--- config.mk ---
export PLATFORM = sky130hd
export DESIGN_NAME = lcdbus_timing_engine
export DESIGN_NICKNAME = d
export VERILOG_FILES = /design/src/rtl/lcdbus_pkg.sv /design/src/rtl/lcdbus_tick_gen.sv /design/src/rtl/lcdbus_window.sv /design/src/rtl/lcdbus_timing_engine.sv
export SDC_FILE = /design/constraint.sdc
export NUM_CORES = 1
export LEC_CHECK = 0
export ABC_CLOCK_PERIOD_IN_PS = 2950
export CAP_MARGIN = 30
export CORE_ASPECT_RATIO = 0.5
export CORE_UTILIZATION = 41
export DETAILED_ROUTE_END_ITERATION = 8
export PLACE_DENSITY_LB_ADDON = 0.3
export SLEW_MARGIN = 25
export SYNTH_ARGS = -nofsm -noshare
export SYNTH_HDL_FRONTEND = slang
export SYNTH_SLANG_ARGS = --single-unit
--- constraint.sdc ---
create_clock -name clk -period 2.95 [get_ports clk]
set_clock_uncertainty 0.05 [all_clocks]
set_input_delay 0.59 -clock clk [delete_from_list [all_inputs] [get_ports clk]]
set_output_delay 0.59 -clock clk [all_outputs]
set_load 0.005 [all_outputs]
--- src/rtl/lcdbus_pkg.sv ---
package lcdbus_pkg;
    localparam int WORD_W = 32;
    localparam int ON_W   = 4;
    localparam int OFF_W  = 6;
    localparam int N_SIG  = 3;
    localparam int SIG_CS = 0;
    localparam int SIG_WE = 1;
    localparam int SIG_RE = 2;

    typedef enum logic [1:0] {
        ST_IDLE  = 2'd0,
        ST_WRITE = 2'd1,
        ST_READ  = 2'd2
    } bus_state_t;

    typedef struct packed {
        logic [ON_W-1:0]  cs_on;
        logic [OFF_W-1:0] cs_off;
        logic [ON_W-1:0]  we_on;
        logic [OFF_W-1:0] we_off;
        logic [ON_W-1:0]  re_on;
        logic [OFF_W-1:0] re_off;
        logic [OFF_W-1:0] wr_cyc;
        logic [OFF_W-1:0] rd_cyc;
        logic [OFF_W-1:0] acc;
    } timing_t;

    function automatic timing_t unpack_timing(input logic [WORD_W-1:0] edges,
                                              input logic [WORD_W-1:0] cyc);
        timing_t t;
        t.cs_on  = edges[3:0];
        t.cs_off = edges[9:4];
        t.we_on  = edges[13:10];
        t.we_off = edges[19:14];
        t.re_on  = edges[23:20];
        t.re_off = edges[29:24];
        t.wr_cyc = cyc[5:0];
        t.rd_cyc = cyc[11:6];
        t.acc    = cyc[27:22];
        return t;
    endfunction
endpackage

--- src/rtl/lcdbus_tick_gen.sv ---
module lcdbus_tick_gen (
    input  logic clk,
    input  logic rst_n,
    input  logic run,
    input  logic start,
    input  logic half,
    output logic tick_adv,
    output logic phase0
);
    logic ph_q;

    always_ff @(posedge clk or negedge rst_n) begin
        if (!rst_n)              ph_q <= 1'b0;
        else if (start || !run)  ph_q <= 1'b0;
        else if (half)           ph_q <= ~ph_q;
        else                     ph_q <= 1'b0;
    end

    assign tick_adv = run && (!half || ph_q);
    assign phase0   = !ph_q;

    // at half rate a tick never advances on two clocks in a row
    p_half_alternates_r7: assert property (@(posedge clk) disable iff (!rst_n)
        (run && half && tick_adv) |=> !tick_adv);
endmodule

--- src/rtl/lcdbus_window.sv ---
module lcdbus_window #(
    parameter int ON_W  = 4,
    parameter int CNT_W = 6
) (
    input  logic             en,
    input  logic [CNT_W-1:0] tick,
    input  logic [ON_W-1:0]  on_pos,
    input  logic [CNT_W-1:0] off_pos,
    output logic             act
);
    localparam int PAD_W = CNT_W - ON_W;
    logic [CNT_W-1:0] on_ext;
    assign on_ext = {{PAD_W{1'b0}}, on_pos};
    assign act    = en && (tick >= on_ext) && (tick < off_pos);
endmodule

--- src/rtl/lcdbus_timing_engine.sv ---
module lcdbus_timing_engine
    import lcdbus_pkg::*;
#(
    parameter int DATA_W = 16
) (
    input  logic              clk,
    input  logic              rst_n,
    input  logic              cmd_wr_i,
    input  logic              dat_wr_i,
    input  logic              rd_req_i,
    input  logic [DATA_W-1:0] wr_data_i,
    input  logic [31:0]       edge_word_i,
    input  logic [31:0]       cycle_word_i,
    input  logic              half_rate_i,
    input  logic              pol_cs_i,
    input  logic              pol_we_i,
    input  logic              pol_re_i,
    input  logic              pol_a0_i,
    input  logic [DATA_W-1:0] bus_in_i,
    output logic [DATA_W-1:0] rd_data_o,
    output logic              busy_o,
    output logic              bus_cs_o,
    output logic              bus_we_o,
    output logic              bus_re_o,
    output logic              bus_a0_o,
    output logic [DATA_W-1:0] bus_out_o,
    output logic              bus_oe_o
);
    timing_t          tm;
    bus_state_t       state_q, state_d;
    logic [OFF_W-1:0] tick_q;
    logic [OFF_W-1:0] cyc_lim;
    logic             sel_data_q;
    logic [DATA_W-1:0] wdata_q;
    logic [DATA_W-1:0] rdata_q;
    logic             any_req, accept, cyc_last;
    logic             tick_adv, phase0, running;
    logic [N_SIG-1:0]          win_en, win_act;
    logic [N_SIG-1:0][ON_W-1:0]  win_on;
    logic [N_SIG-1:0][OFF_W-1:0] win_off;
    logic             unused_cfg_bits;

    assign tm              = unpack_timing(edge_word_i, cycle_word_i);
    assign unused_cfg_bits = ^{edge_word_i[31:30], cycle_word_i[31:28], cycle_word_i[21:12]};

    assign any_req  = cmd_wr_i || dat_wr_i || rd_req_i;
    assign running  = (state_q != ST_IDLE);
    assign accept   = !running && any_req;
    assign cyc_lim  = (state_q == ST_READ) ? tm.rd_cyc : tm.wr_cyc;
    assign cyc_last = tick_adv && (tick_q == cyc_lim - 1'b1);

    lcdbus_tick_gen u_tick (
        .clk      (clk),
        .rst_n    (rst_n),
        .run      (running),
        .start    (accept),
        .half     (half_rate_i),
        .tick_adv (tick_adv),
        .phase0   (phase0)
    );

    // Edge windows: chip select spans both cycle kinds, strobes one kind each
    assign win_en[SIG_CS]  = running;
    assign win_en[SIG_WE]  = (state_q == ST_WRITE);
    assign win_en[SIG_RE]  = (state_q == ST_READ);
    assign win_on[SIG_CS]  = tm.cs_on;
    assign win_on[SIG_WE]  = tm.we_on;
    assign win_on[SIG_RE]  = tm.re_on;
    assign win_off[SIG_CS] = tm.cs_off;
    assign win_off[SIG_WE] = tm.we_off;
    assign win_off[SIG_RE] = tm.re_off;

    for (genvar g = 0; g < N_SIG; g++) begin : g_win
        lcdbus_window #(.ON_W(ON_W), .CNT_W(OFF_W)) u_win (
            .en      (win_en[g]),
            .tick    (tick_q),
            .on_pos  (win_on[g]),
            .off_pos (win_off[g]),
            .act     (win_act[g])
        );
    end

    // Next-state logic
    always_comb begin
        state_d = state_q;
        unique case (state_q)
            ST_IDLE: begin
                if (cmd_wr_i || dat_wr_i) state_d = ST_WRITE;
                else if (rd_req_i)        state_d = ST_READ;
            end
            ST_WRITE, ST_READ: begin
                if (cyc_last) state_d = ST_IDLE;
            end
            default: state_d = ST_IDLE;
        endcase
    end

    // State register and cycle bookkeeping
    always_ff @(posedge clk or negedge rst_n) begin
        if (!rst_n) begin
            state_q    <= ST_IDLE;
            tick_q     <= '0;
            sel_data_q <= 1'b0;
            wdata_q    <= '0;
            rdata_q    <= '0;
        end else begin
            state_q <= state_d;
            if (accept) begin
                tick_q     <= '0;
                sel_data_q <= !cmd_wr_i;
                if (cmd_wr_i || dat_wr_i) wdata_q <= wr_data_i;
            end else if (tick_adv) begin
                tick_q <= tick_q + 1'b1;
            end
            if (state_q == ST_READ && tick_q == tm.acc && phase0)
                rdata_q <= bus_in_i;
        end
    end

    // Output process
    always_comb begin
        busy_o    = running;
        bus_cs_o  = ~(win_act[SIG_CS] ^ pol_cs_i);
        bus_we_o  = ~(win_act[SIG_WE] ^ pol_we_i);
        bus_re_o  = ~(win_act[SIG_RE] ^ pol_re_i);
        bus_a0_o  = ~(sel_data_q ^ pol_a0_i);
        bus_oe_o  = (state_q == ST_WRITE);
        bus_out_o = wdata_q;
        rd_data_o = rdata_q;
    end

    // each cycle starts at tick zero
    p_start_tick0_r6: assert property (@(posedge clk) disable iff (!rst_n)
        $rose(busy_o) |-> (tick_q == '0));
    // a strobe during a cycle leaves the A0 selection untouched
    p_ignore_busy_r8: assert property (@(posedge clk) disable iff (!rst_n)
        (running && any_req) |=> $stable(sel_data_q));
    // the data drivers only turn on after a write strobe
    p_oe_from_write_r10: assert property (@(posedge clk) disable iff (!rst_n)
        $rose(bus_oe_o) |-> $past(cmd_wr_i || dat_wr_i));
    // captured data changes only during a read cycle
    p_rd_hold_r11: assert property (@(posedge clk) disable iff (!rst_n)
        (state_q != ST_READ) |=> $stable(rd_data_o));
    // chip select window is closed while idle
    p_cs_idle_r3: assert property (@(posedge clk) disable iff (!rst_n)
        !running |-> !win_act[SIG_CS]);
    // no write strobe window inside a read cycle
    p_no_we_read_r5: assert property (@(posedge clk) disable iff (!rst_n)
        (state_q == ST_READ) |-> !win_act[SIG_WE]);
endmodule

Word level (Yosys, flattened, before mapping). Index checks and enable logic that the tools add are counted.

Flip-flop bits (word level): 42. Bits in latches: 0. RAM bits: 0. Memory bits (read-only): 0. Bits of input ports: 106. Memories kept: 0.

Add/subtract/negate cells: 2. Multipliers: 0. Divide/modulo/power cells: 0. Magnitude comparators: 6. Equal/unequal tests: 6. Shifts and indexed selects: 0. Muxes and demuxes: 9. Bitwise operators: 9. Reductions and logical operators: 25.

Operators with widths (count): greater-or-equal comparator 6 x 4 -> 1 bit (3); less-than comparator 6 bit (3); 2-to-1 mux 6 bit (3); == test 6 bit (2); logical AND 1 bit (11); adder 6 x 1 -> 6 bit, second input constant (1); 2-to-1 mux 2 bit (3); subtractor 6 x 1 -> 6 bit, second input constant (1); NOT 1 bit (5); zero test 1 bit (4); logical OR 1 bit (4); one-hot mux 2 bit (2 select lines) (1); AND reduction 2 bit (2); nonzero test 2 bit (2); bitwise XOR 1 bit (4); inequality test 3 bit, second input constant (1); == test 2 x 1 -> 1 bit, second input constant (1); == test 2 bit, second input constant (1); zero test 2 bit (1); 2-to-1 mux 1 bit (2); inequality test 2 bit, second input constant (1); OR reduction 2 bit (1).

Depth between registers and ports, before layout.
Depth after elaboration: 7. Mapped depth: 9.

Modules after synthesis. From an unflattened synthesis, not the netlist that was laid out.

Cell total of the unflattened synthesis: 259. Area, all modules: 2831.5 sq um.

Modules (own cells, without submodules): lcdbus_timing_engine (times used 1, cells an instance 159, area an instance 2039.5 sq um); lcdbus_window (times used 3, cells an instance 32, area an instance 247.7 sq um); lcdbus_tick_gen (times used 1, cells an instance 4, area an instance 48.8 sq um).

Worst setup path after synthesis. No wires, ideal clock.

Path type: input port to output port. From: input port edge_word_i[25]. To: output port bus_re_o. Data arrival time: 1728 ps. Data required time: 2310 ps. Setup slack: 582 ps. Cell stages on the path: 7. Cell sequence: inv_1 -> ha_1 -> a21o_1 -> a21o_1 -> a211oi_1 -> o2111ai_1 -> xor2_1.

Cells in the longest elaborated chain, start to end: 4.

Ends and longest elaborated chain: start, declared (line lcdbus_timing_engine.sv:12) `input logic [31:0] edge_word_i,`; less-than comparator 6 bit (line lcdbus_window.sv:14) `assign act = en && (tick >= on_ext) && (tick < off_pos);`; logical AND 1 bit (line lcdbus_window.sv:14); bitwise XOR 1 bit (line lcdbus_timing_engine.sv:125) `bus_re_o = ~(win_act[SIG_RE] ^ pol_re_i);`; NOT 1 bit (line lcdbus_timing_engine.sv:125); end, declared (line lcdbus_timing_engine.sv:24) `output logic bus_re_o,`.

No other way between the ends.

Final worst setup path.
From: input port edge_word_i[10]. To: output port bus_we_o.

Cells in the longest elaborated chain, start to end: 5.

Ends and longest elaborated chain: greater-or-equal comparator 6 x 4 -> 1 bit (line lcdbus_window.sv:14); logical AND 1 bit (2 in a row) (line lcdbus_window.sv:14); bitwise XOR 1 bit (line lcdbus_timing_engine.sv:124) `bus_we_o = ~(win_act[SIG_WE] ^ pol_we_i);`; NOT 1 bit (line lcdbus_timing_engine.sv:124); end, declared (line lcdbus_timing_engine.sv:23) `output logic bus_we_o,`.

No other way between the ends.

==> results.md <==
- FF-to-FF path depth: 9
- Distinct cell type count of the synthesized netlist: 45
- Net count after synthesis: around 400
- Critical setup path kind: in2out
- Final Power: 2850 µW
- WL final: roughly 6900 µm
- Chip width: 120 µm
- Finished Cell Area: around 4400 µm²
- Placement Setup Slack: -0.480 ns
- Critical path, cell by cell: clkdlybuf4s50_1, ha_1, nand2b_1, a21o_1, a21oi_1, o21ai_1, o2111ai_2, xor2_1, buf_2
- #FFs+latches synth: 42
- Max FO, Critical Path: 1
- Worst r2r src: state_q[0]$_DFFE_PN0P_
- Worst-margin pin slew: 0.514 ns
- Setup Fix Bufs, Post-CTS: 0
- CP max stage delay: roughly 0.41 ns
- H-tree depth: 2
- Max-cap violations: 0
- Hold Crit Class: in2async
- Nets: 530
- Most used flip-flop cell after synthesis: dfrtp_1
- Met3 WL post-DR: approximately 330 µm
- Hold Buf Count CTS: 0
- Met1 WL: ~2800 µm
- Layout area overhead: 53.9%
- Final GP Congestion: 0.814
- Power Dens Cells: 648 nW/µm²
- Die Y: just over 60 µm
- Fraction of layout cells with a size suffix above 1: 18.8%
- Final worst slack: between 0.09 and 0.1 ns
- Final Util: about two thirds
- N_diodes: 0
- Crit path from: edge_word_i[10]
- Critical Path Sink: bus_we_o
- CTS tree: yes
- R2R Setup Slk: 0.46 ns
- Synth warn: 0
- Final setup viols: 0
- F_max: around 350 MHz
- Critical Path RT: 2.31 ns
- Static leakage: 0.00206 µW
- Startpoint types: input pin
- Placed cell area: 4230 µm²
- Final hold viol count: 0
- Worst setup EP type: primary output
- Met2 WL: about 3700 µm
- First-pass GRT wire length: about 11000 µm
- Reg-to-reg endpoint: state_q[0]$_DFFE_PN0P_
- # IOs: around 140
- Rows: 21
- Starting DRT DRC Count: between 60 and 70
- Ys async rst share: 100%
- Worst skew pair latency: 0.28 ns
- # DRC: 0
- Initial Utilization: a little over two fifths
- Gr usage total: between 10% and 20%
- Min Tclk post-route: 2.85 ns
- Antenna-violating nets left: 0
- Status: complete, no violations
- Register area share after synthesis: between 30% and 40%
- Slowest cell on crit path: clkdlybuf4s50_1
- Root Driver: clkbuf_16
- Clock Tree Buf Depth: 2
- Synthesized area: 2860 µm²
- WP data arrival: between 2 and 2.5 ns
- Cts bufs inserted: 5
- Number of buffers added on ports: roughly 130
- DP HPWL: roughly 5400 µm
- Avg Vias per Cell: approximately 4.9
- Clock slew at reported path FFs: 0.06 ns
- Die area: between 7000 and 8000 µm²
- Core area: ~6700 µm²
- Synth Area per Inst: approximately 11 µm²
- CTS Sinks: between 40 and 50
- Vias in the first global route: 2517
- DR WL/cell: 14.1 µm
- EDFF count, synth: 0
- Max-slew violation count: 0
- Overflow after GRT: 0
- Initial DRT Pass Iterations: 6
- Slew margin rel.: about two thirds
- Top routing layer in use: met4
- Pin count of the biggest net entering global routing: 43
- Tcrit/Tclk final: a little over nine tenths
- Initial antenna violation count: 0
- Syn Inst Count: roughly 260
- Peak supply drop: between 0.3 and 0.4 mV
- Min Hold Slack: 0.239 ns
- Vias: between 2000 and 2500
[final cells by class]
class / instances / area, µm²
Timing Repair Buffer: 136 / 1320
Inverter: 34 / 128
Clock inverter: 3 / 18.8
Multi-Input combinational cell: 174 / 1640
Tap cell: 92 / 115
Fill cell: 522 / 2320
Sequential cell: 42 / 1050
Clock buffer: 5 / 125
[Yosys cell counts, drive strengths merged (2+ instances only)]
library cell | instances | area, µm²
dfrtp | 42 | 1050
inv | 34 | 128
mux2 | 32 | 398
ha | 31 | 388
o21ai | 18 | 90.1
xnor2 | 10 | 110
a21o | 9 | 67.6
xor2 | 9 | 78.8
buf | 8 | 73.8
nor2 | 8 | 32.5
nand2b | 7 | 43.8
nor3 | 7 | 35.0
mux2i | 6 | 63.8
nand2 | 5 | 18.8
a211oi | 4 | 30.0
a21oi | 4 | 23.8
nor4 | 3 | 40.0
o2111ai | 3 | 32.5
and3 | 2 | 12.5
nand4 | 2 | 12.5
o22ai | 2 | 12.5
[routing by layer]
metal / vias to the layer above / track usage [%]
met2: 65 / 40.2
met5: - / 0
met4: 0 / 5.18
met3: 10 / 3.70
li1: 1171 / -
met1: 1117 / 21.5
[what timing repair did]
action                                  in CTS  in global routing
endpoints found under the setup margin       3                  3
gates resized for setup                     18                  8
pin swaps                                   17                 12
cloned                                       0                  0
[worst min-delay path by stage]
| stage | from | endpoint | slack [ns] | cells past startpoint |
|---|---|---|---|---|
| detailed placement | bus_out_o[9]$_DFFE_PN0P_ | bus_out_o[9]$_DFFE_PN0P_ | 0.45 | 1 |
| CTS | rst_n | bus_out_o[10]$_DFFE_PN0P_ | 0.44 | 1 |
| global route | rst_n | bus_out_o[3]$_DFFE_PN0P_ | 0.28 | 1 |
| finish | rst_n | rd_data_o[15]$_DFFE_PN0P_ | 0.24 | 1 |
| global placement | bus_out_o[11]$_DFFE_PN0P_ | bus_out_o[11]$_DFFE_PN0P_ | 0.44 | 1 |
| floorplan | rst_n | bus_out_o[0]$_DFFE_PN0P_ | 0.24 | 0 |
[layout by cell type, fill, tap and decap left out, drive strengths merged, types with 2 or more instances in the layout]
cell type / n
a21oi: 4
o21ai: 18
a21o: 9
o22ai: 2
nor3: 7
dfrtp: 42
buf: 13
mux2i: 6
nor4: 3
xnor2: 10
a211oi: 4
nand4: 2
mux2: 32
nand2: 5
o2111ai: 3
ha: 31
xor2: 9
inv: 35
clkinv: 2
dlygate4sd2: 2
and3: 2
clkdlybuf4s50: 120
clkbuf: 5
nand2b: 7
nor2: 8
[report_power, final]
group | switching (µW) | internal (µW)
registers | 126 | 771
logic | 560 | 868
clock network | 216 | 313
total | 903 | 1950
[cell families (layout without fill, tap and decap cells)]
logic type	Yosys count	after routing	synth area share, %
AO/OA/AOI/OAI	45	45	10.4
AND/OR/NAND/NOR	41	41	9.45
adder cells (fa/ha/maj)	31	31	13.6
XOR/XNOR	19	19	6.60
multiplexers	38	38	16.1
flip-flops	42	42	36.7
buffers and inverters	43	178	7.17
[critical path: cells and delay by family]
kind	cells	cell delay, ns
xor+xnor	1	0.16
compound gates	4	0.51
buf+inv	2	0.54
fa+ha+maj	1	0.28
simple gates	1	0.14
[stage by stage]
stage / instances / TNS, ns
global placement: 478 / -1.26
global route: 486 / -0.00284
CTS: 486 / 0
finish: 486 / 0
floorplan: 259 / 0
detailed placement: 478 / -1.39
[sequential cells by signal, indices dropped and copies added (netlist names)]
register	cells
bus_out_o	16
rd_data_o	16
sel_data_q	1
state_q	2
tick_q	6
u_tick.ph_q	1
Note: power is estimated with default switching activity, not from simulation.
